### config.mk
export PLATFORM = sky130hd
export DESIGN_NAME = temp_alert_filter
export DESIGN_NICKNAME = d
export VERILOG_FILES = /design/src/rtl/temp_alert_pkg.sv /design/src/rtl/limit_cmp.sv /design/src/rtl/run_len_decode.sv /design/src/rtl/run_counter.sv /design/src/rtl/temp_alert_filter.sv
export SDC_FILE = /design/constraint.sdc
export NUM_CORES = 1
export LEC_CHECK = 0
export ABC_AREA = 1
export CAP_MARGIN = 20
export CORE_MARGIN = 2
export CORE_UTILIZATION = 25
export CTS_CLUSTER_DIAMETER = 40
export DETAILED_ROUTE_END_ITERATION = 16
export SYNTH_ARGS = -nofsm -noshare
export SYNTH_HDL_FRONTEND = slang
export SYNTH_SLANG_ARGS = --single-unit
### constraint.sdc
create_clock -name clk_i -period 4.8 [get_ports clk_i]
set_clock_uncertainty 0.15 [all_clocks]
set_input_delay 0.72 -clock clk_i [delete_from_list [all_inputs] [get_ports clk_i]]
set_output_delay 0.72 -clock clk_i [all_outputs]
set_load 0.01 [all_outputs]
### src/rtl/temp_alert_pkg.sv
package temp_alert_pkg;
  localparam int unsigned DATA_W    = 8;
  localparam int unsigned CFG_W     = 8;
  localparam int unsigned FIELD_LSB = 1;
  localparam int unsigned FIELD_W   = 3;
  localparam int unsigned MAX_RUN   = FIELD_W + 1;
  localparam int unsigned RUN_W     = $clog2(MAX_RUN + 1);

  // power-on values of the surrounding register file
  localparam logic [DATA_W-1:0] HI_LIM_DFLT = 8'h55;
  localparam logic [DATA_W-1:0] LO_LIM_DFLT = 8'h00;
  localparam logic [CFG_W-1:0]  RUN_CFG_DFLT = 8'h01;
endpackage

### src/rtl/limit_cmp.sv
module limit_cmp #(
  parameter int unsigned DATA_W = 8
) (
  input  logic [DATA_W-1:0] meas_i,
  input  logic [DATA_W-1:0] hi_lim_i,
  input  logic [DATA_W-1:0] lo_lim_i,
  output logic              above_o,
  output logic              below_o
);
  always_comb begin
    above_o = meas_i > hi_lim_i;
    below_o = meas_i < lo_lim_i;
  end
endmodule

### src/rtl/run_len_decode.sv
module run_len_decode #(
  parameter int unsigned CFG_W     = 8,
  parameter int unsigned FIELD_LSB = 1,
  parameter int unsigned FIELD_W   = 3,
  parameter int unsigned RUN_W     = 3
) (
  input  logic [CFG_W-1:0] cfg_i,
  output logic [RUN_W-1:0] need_o
);
  localparam int unsigned MAX_RUN = FIELD_W + 1;

  logic [FIELD_W-1:0] field;
  logic [FIELD_W-1:0] ones;  // ones[i]: bits 0..i of field all set

  assign field = cfg_i[FIELD_LSB +: FIELD_W];

  generate
    for (genvar i = 0; i < FIELD_W; i++) begin : g_chain
      if (i == 0) begin : g_first
        assign ones[i] = field[i];
      end else begin : g_next
        assign ones[i] = ones[i-1] & field[i];
      end
    end
  endgenerate

  always_comb begin
    need_o = RUN_W'(1 + $countones(ones));

    need_range_chk: assert (need_o >= RUN_W'(1) && need_o <= RUN_W'(MAX_RUN));
  end
endmodule

### src/rtl/run_counter.sv
module run_counter #(
  parameter int unsigned RUN_W = 3
) (
  input  logic             clk_i,
  input  logic             rst_ni,
  input  logic             valid_i,
  input  logic             viol_i,
  input  logic             clr_i,
  input  logic [RUN_W-1:0] need_i,
  output logic             alert_o
);
  logic [RUN_W-1:0] run_q, run_d;
  logic             alert_d;

  always_comb begin
    run_d   = run_q;
    alert_d = alert_o;
    if (clr_i) begin
      alert_d = 1'b0;  // sample in this cycle is dropped
    end else if (valid_i) begin
      if (viol_i) begin
        run_d   = (run_q >= need_i) ? need_i : run_q + RUN_W'(1);
        alert_d = alert_o | (run_d >= need_i);
      end else begin
        run_d = '0;
      end
    end
  end

  always_ff @(posedge clk_i or negedge rst_ni) begin
    if (!rst_ni) begin
      run_q   <= '0;
      alert_o <= 1'b0;
    end else begin
      run_q   <= run_d;
      alert_o <= alert_d;
    end
  end


  alert_hold_chk: assert property (@(posedge clk_i) disable iff (!rst_ni)
    alert_o && !clr_i |=> alert_o);

  clr_drop_chk: assert property (@(posedge clk_i) disable iff (!rst_ni)
    clr_i |=> !alert_o && $stable(run_q));

  run_reset_chk: assert property (@(posedge clk_i) disable iff (!rst_ni)
    valid_i && !viol_i && !clr_i |=> run_q == '0);

  idle_hold_chk: assert property (@(posedge clk_i) disable iff (!rst_ni)
    !valid_i && !clr_i |=> $stable(run_q));

  run_sat_chk: assert property (@(posedge clk_i) disable iff (!rst_ni)
    valid_i && viol_i && !clr_i |=> run_q != '0 && run_q <= $past(need_i));
endmodule

### src/rtl/temp_alert_filter.sv
module temp_alert_filter
  import temp_alert_pkg::*;
#(
  parameter int unsigned DW = DATA_W,
  parameter int unsigned CW = CFG_W,
  parameter int unsigned FL = FIELD_LSB,
  parameter int unsigned FW = FIELD_W
) (
  input  logic          clk_i,
  input  logic          rst_ni,
  input  logic          meas_valid_i,
  input  logic [DW-1:0] meas_i,
  input  logic [DW-1:0] hi_lim_i,
  input  logic [DW-1:0] lo_lim_i,
  input  logic [CW-1:0] run_cfg_i,
  input  logic          clr_i,
  output logic          alert_o,
  output logic          hi_flag_o,
  output logic          lo_flag_o
);
  localparam int unsigned RW = $clog2(FW + 2);

  logic          above, below;
  logic [RW-1:0] need;
  logic          take;

  limit_cmp #(.DATA_W(DW)) u_cmp (
    .meas_i  (meas_i),
    .hi_lim_i(hi_lim_i),
    .lo_lim_i(lo_lim_i),
    .above_o (above),
    .below_o (below)
  );

  run_len_decode #(.CFG_W(CW), .FIELD_LSB(FL), .FIELD_W(FW), .RUN_W(RW)) u_dec (
    .cfg_i (run_cfg_i),
    .need_o(need)
  );

  run_counter #(.RUN_W(RW)) u_run (
    .clk_i  (clk_i),
    .rst_ni (rst_ni),
    .valid_i(meas_valid_i),
    .viol_i (above | below),
    .clr_i  (clr_i),
    .need_i (need),
    .alert_o(alert_o)
  );

  assign take = meas_valid_i & ~clr_i;

  always_ff @(posedge clk_i or negedge rst_ni) begin
    if (!rst_ni) begin
      hi_flag_o <= 1'b0;
      lo_flag_o <= 1'b0;
    end else if (clr_i) begin
      hi_flag_o <= 1'b0;
      lo_flag_o <= 1'b0;
    end else begin
      hi_flag_o <= hi_flag_o | (take & above);
      lo_flag_o <= lo_flag_o | (take & below);
    end
  end


  hi_flag_hold_chk: assert property (@(posedge clk_i) disable iff (!rst_ni)
    hi_flag_o && !clr_i |=> hi_flag_o);

  lo_flag_hold_chk: assert property (@(posedge clk_i) disable iff (!rst_ni)
    lo_flag_o && !clr_i |=> lo_flag_o);

  flag_clr_chk: assert property (@(posedge clk_i) disable iff (!rst_ni)
    clr_i |=> !hi_flag_o && !lo_flag_o);

  alert_cause_chk: assert property (@(posedge clk_i) disable iff (!rst_ni)
    $rose(alert_o) |-> $past(meas_valid_i) && !$past(clr_i));
endmodule

==> reports/metrics.yaml, run 1 <==
worst_setup_path:
  end_kind: "register"
  critPathRequiredTime_ps: 4770
  critPathArrivalTime_ps: 3420
  cp_max_fo: 5
  slowest_stage: "clkdlybuf4s50_1"
  critPathKind: "in -> reg"
  start_kind: "input port"
  cp_common_cell: "nand2_1"
  rr_worst_depth: 18
  critical_path.max_stage_delay_ps: 470
  worstPathCellList: "clkdlybuf4s50_1, nand2_1, inv_1, nand2_1, ha_1, inv_1, ha_1, inv_1, ha_1, a21boi_1, nand2_1, nand2_2, nand2_1, o21a_1, inv_1, ha_1, inv_1, nand2_1, o21ai_0, inv_2, nand2_1, nand2_1, nand2_1, a21oi_2"
run_status:
  status: "completed"
route:
  vias: 862
  met2WireLength_um: 781
  firstDrtPassIters: 4
  routed_via_density: 3.92
  top_layer: "met3"
  drt_iter0_drc: 33
  routed-wl-met3_um: 84
  drtAntennaViolNets: 0
  drc_errors: 0
  drt_wl_total_um: 1720
  routedWlPerCell_um: 7.84
  wl_met1_um: 858
clock_network:
  clk_latency_ps: 240
  ctsHoldBuffers: 0
  cts_root_buf: "clkbuf_4"
  post-cts-setup-buffer-count: 0
  cts_buffers: 3
  cts_tree: "done"
  cts_buffer_depth: 2
  cts_sinks: 6
  cts_resized: 0
  cts.clk_slew.worst_paths_ps: 40
  cts_htree_levels: 1
synthesis:
  synth_top_area_share_pct: 30.9
  synth_flop_cell: "dfrtp_1"
  ys_types: 20
  syn_nets: 196
  synth_edf_count: 0
  ys_warn_count: 0
  yosys_register_bits: 6
  syn_inst: 138
  yosys.area.top_type: "ha_1"
  syn_area_um2: 890
  synth_area_leaders: "ha_1 (31%), dfrtp_1 (17%), nand2_1 (16%), inv_1 (13%), a21oi_1 (3.4%)"
  async_flop_share_pct: 100
  seq_area_frac_synth_pct: 16.9
  syn_area_per_cell_um2: 6.45
place:
  place_congestion: 0.748
  io_buffers: 33
  dp_hpwl_um: 1570
sta:
  fin_tns_setup_ps: 0
  min_period_over_period_pct: 71.8
  final-setup-viol-count: 0
  grt_setup_unrepaired: "false"
  fin_crit_ps: 3450
  fmax_ghz: 0.290
  slew_violations: 0
  worst_slew_pin_slew_ps: 292
  max-slew-margin-rel_pct: 80.5
  hold_viol: 0
finish:
  layout-drive-gt1-share_pct: 7.47
  n_antenna_cell: 0
  layout_commonest_cell: "nand2_1"
  layout_common_cells: "nand2_1 (39), clkdlybuf4s50_1 (33), inv_1 (31)"
  finalCoreUtilization_pct: 38.4
  syn_to_final_growth_pct: 46.1
  finalNetCount: 234
die:
  initial_core_util_pct: 26.2
  fp.dieArea_um2: 4050
  row_count: 21
  die_x_um: 63.7
  core_um2: 3390
  die_h_um: 63.7
  pin_count: 39
global_routing:
  grt.total_usage_pct: 9.43
  grt_max_degree: 7
  grt_pass1_vias: 817
  antenna_found_initial: 0
  overflow: 0
  grt_pass1_wl_um: 3180
power_and_ir_drop:
  clkPwrFrac_pct: 14.2
  p_int_uw: 186
  p_switching_uw: 129
  power_frac_comb_pct: 61.3
  p_leak_nw: 0.720
  p_seq_share_pct: 24.4
  swShare_pct: 40.9
  peakVddDrop_v: 0.0000678
  power_density_nw_per_um2: 242
min_path:
  whs_path_depth: 2
  hp-class: "reg -> reg"
flow_run:
  drv_cap: 0
-- flip-flops by register name (all words and copies together) (netlist names) --
register,cells
u_run.run_q,3
hi_flag_o,1
lo_flag_o,1
u_run.alert_o,1
-- metrics by stage --
step / worst slack (ps) / hold slack [ps] / cells / power, mW / area [um2]
5_1_grt: 950 / 404 / 220 / 0.357 / 1300
6_report: 1350 / 380 / 220 / 0.314 / 1300
4_1_cts: 1340 / 384 / 220 / 0.319 / 1300
3_3_place_gp: 1090 / 370 / 217 / 0.271 / 1280
2_1_floorplan: 1770 / 274 / 138 / 0.208 / 890
3_5_place_dp: 1090 / 378 / 217 / 0.272 / 1280
-- final timing paths --
| path | start | to | slack (ps) |
|---|---|---|---|
| min reg2reg | u_run.alert_o | u_run.alert_o | 380 |
| min | u_run.alert_o | u_run.alert_o | 380 |
| max in group asynchronous | rst_ni | u_run.run_q[0] | 3730 |
| min in group asynchronous | rst_ni | u_run.run_q[2] | 560 |
| max reg2reg | u_run.run_q[0] | u_run.alert_o | 2360 |
| max | run_cfg_i[1] | u_run.alert_o | 1350 |
-- critical path, delay by kind of cell --
kind | cells | cell delay, ps
and+or+nand+nor | 9 | 580
buffers and inverters | 7 | 790
adders and majority gates | 4 | 820
AOI/OAI and AO/OA | 4 | 500
-- area by class of cell --
| class | instances | area [um2] |
|---|---|---|
| fill | 358 | 2090 |
| multi-input combinational | 91 | 586 |
| timing repair buffer | 33 | 330 |
| inverter | 41 | 154 |
| sequential | 6 | 150 |
| tap | 46 | 57.6 |
| clock buffer | 3 | 22.5 |
-- cell usage after synthesis, types with 2 or more instances --
cell / n
a21oi_1: 6
o22ai_1: 2
clkinv_1: 2
o21ai_1: 2
nor2_1: 5
inv_2: 8
inv_1: 31
dfrtp_1: 6
o21ai_0: 2
nand2_1: 39
nand3_1: 5
ha_1: 22
-- power by group through the flow --
| stage | clock [mW] | combinational (mW) | sequential (mW) |
|---|---|---|---|
| floorplan | 0 | 0.131 | 0.0763 |
| global placement | 0 | 0.193 | 0.0773 |
| detailed placement | 0 | 0.195 | 0.0772 |
| CTS | 0.0462 | 0.196 | 0.0769 |
| global route | 0.0476 | 0.230 | 0.0792 |
| finish | 0.0447 | 0.193 | 0.0769 |
-- routing by layer --
layer / up-vias / GRT usage (%)
met5: - / 0
met4: 0 / 3.26
met3: 0 / 1.25
met2: 19 / 15.9
met1: 346 / 12.2
li1: 497 / -
-- logic make-up (layout without fill, tap and decap cells) --
kind of cell / after synthesis / count (layout) / share of synthesized area, %
AND/OR/NAND/NOR: 52 / 52 / 23.3
buffers and inverters: 41 / 77 / 17.3
adder cells (fa/ha/maj): 22 / 22 / 30.9
AO/OA/AOI/OAI: 16 / 16 / 10.5
flip-flops: 6 / 6 / 16.9
XOR/XNOR: 1 / 1 / 0.985
Power figures use the tool's default switching activity.
==> run 2: changes to the inputs <==
==> constraint.sdc (replaced) <==
create_clock -name clk_i -period 3.4 [get_ports clk_i]
set_clock_uncertainty 0.15 [all_clocks]
set_input_delay 0.51 -clock clk_i [delete_from_list [all_inputs] [get_ports clk_i]]
set_output_delay 0.51 -clock clk_i [all_outputs]
set_load 0.01 [all_outputs]
==> reports/metrics.yaml, run 2 (synthesis gave the netlist of run 1 again) <==
finish:
  finalNetCount: 240
  finalCoreUtilization_pct: 39.9
  syn_to_final_growth_pct: 51.9
  layout_common_cells: "nand2_1 (38), clkdlybuf4s50_1 (33), inv_1 (31)"
  layout-drive-gt1-share_pct: 11.7
  layout_commonest_cell: "nand2_1"
  n_antenna_cell: 0
  multi_input_comb_area_um2: 592
  largest_reg_flops: 3
  seqCellArea_um2: 150
  nFillCells: 362
  largest_register: "u_run.run_q"
route:
  drc_errors: 0
  routed_via_density: 3.99
  routedWlPerCell_um: 7.83
  drt_iter0_drc: 39
  drt_wl_total_um: 1770
  vias: 902
  drtAntennaViolNets: 0
  firstDrtPassIters: 4
worst_setup_path:
  path_buf_inv: 7
  critPathArrivalTime_ps: 3090
  cp_max_fo: 3
  crit_family: "adder cells"
  start_kind: "input port"
  rr_worst_depth: 18
  r2r_slack_ps: 1120
  r2r_end: "u_run.alert_o"
  r2r_start: "u_run.run_q[0]"
  critical_path.max_stage_delay_ps: 470
  critPathKind: "in -> reg"
  cp_common_cell: "nand2_1"
  slowest_stage: "clkdlybuf4s50_1"
  end_kind: "register"
  worstPathCellList: "clkdlybuf4s50_1, nand2_1, inv_1, nand2_1, ha_1, inv_1, ha_1, inv_1, ha_1, a21boi_1, nand2_1, nand2_2, nand2_1, o21a_1, inv_1, ha_1, inv_1, nand2_2, o21ai_2, inv_2, nand2_1, nand2_1, nand2_1, a21oi_2"
  critPathRequiredTime_ps: 3390
die:
  row_count: 21
  core_um2: 3390
  die_x_um: 63.7
  initial_core_util_pct: 26.2
  fp.dieArea_um2: 4050
  pin_count: 39
  die_h_um: 63.7
clock_network:
  cts_buffers: 3
  clk_latency_ps: 250
  cts_htree_levels: 1
  cts_root_buf: "clkbuf_4"
  post-cts-setup-buffer-count: 0
  cts_sinks: 6
  cts_buffer_depth: 2
  cts_tree: "done"
  cts.clk_slew.worst_paths_ps: 50
run_status:
  status: "completed"
power_and_ir_drop:
  power_density_nw_per_um2: 359
  p_leak_nw: 0.751
  power_uw: 485
  peakVddDrop_v: 0.000109
sta:
  setup_slack_ps: 299
  fin_tns_setup_ps: 0
  final-setup-viol-count: 0
  min_period_over_period_pct: 91.2
  grt_setup_unrepaired: "false"
  fin_crit_ps: 3100
  fmax_ghz: 0.322
  max-slew-margin-rel_pct: 79.6
  worst_slew_pin_slew_ps: 304
  hold_viol: 0
  slew_violations: 0
  hold_slack_ps: 348
place:
  place_congestion: 0.750
  place_ws_ps: -61.0
  dp_hpwl_um: 1610
  io_buffers: 33
flow_run:
  drv_cap: 0
global_routing:
  antenna_found_initial: 0
  grt.total_usage_pct: 9.87
  grt_pass1_wl_um: 3220
  grt_pass1_vias: 838
  grt_max_degree: 7
  overflow: 0
min_path:
  hp-class: "in -> async"
## run 2: through the flow
stage,instances,instance area (um2)
finish,226,1350
global route,226,1350
CTS,226,1350
detailed placement,223,1320
global placement,223,1320
floorplan,138,890
## run 2: cell type report
| type | instances | area share (%) |
|---|---|---|
| multi-input cells | 91 | 43.8 |
| repair buffers | 39 | 27.8 |
| inverters | 41 | 11.4 |
| flip-flops and latches | 6 | 11.1 |
| well taps | 46 | 4.26 |
| clock buffers | 3 | 1.67 |
## run 2: power by group
part	internal [mW]	total, mW	switching, mW	leakage, nW
Clock	0.0399	0.0659	0.0260	0.0138
Combinational	0.164	0.313	0.149	0.659
Sequential	0.0918	0.107	0.0149	0.0781
## run 2: worst max path at each step
stage / from / endpoint / slack, ps / depth (start not counted)
2_1_floorplan: run_cfg_i[1] / u_run.alert_o / 580 / 23
3_3_place_gp: run_cfg_i[1] / u_run.alert_o / -60 / 24
3_5_place_dp: run_cfg_i[1] / u_run.alert_o / -60 / 24
4_1_cts: run_cfg_i[1] / u_run.alert_o / 200 / 24
5_1_grt: run_cfg_i[1] / u_run.alert_o / 9 / 24
6_report: run_cfg_i[1] / u_run.alert_o / 300 / 24
## run 2: layer usage
metal  GRT usage, %  part of all wire [%]  vias up
met2           17.4                    45       15
li1               -                     -      512
met1           11.6                    49      373
met4           1.63                  0.34        0
met3           3.57                   5.3        2
met5              0                     0        -
## run 2: timing repair
item	in CTS	in global routing
gates resized for setup	0	3
hold buffers	0	0
endpoints found under the hold margin	0	0
endpoints found under the setup margin	0	1
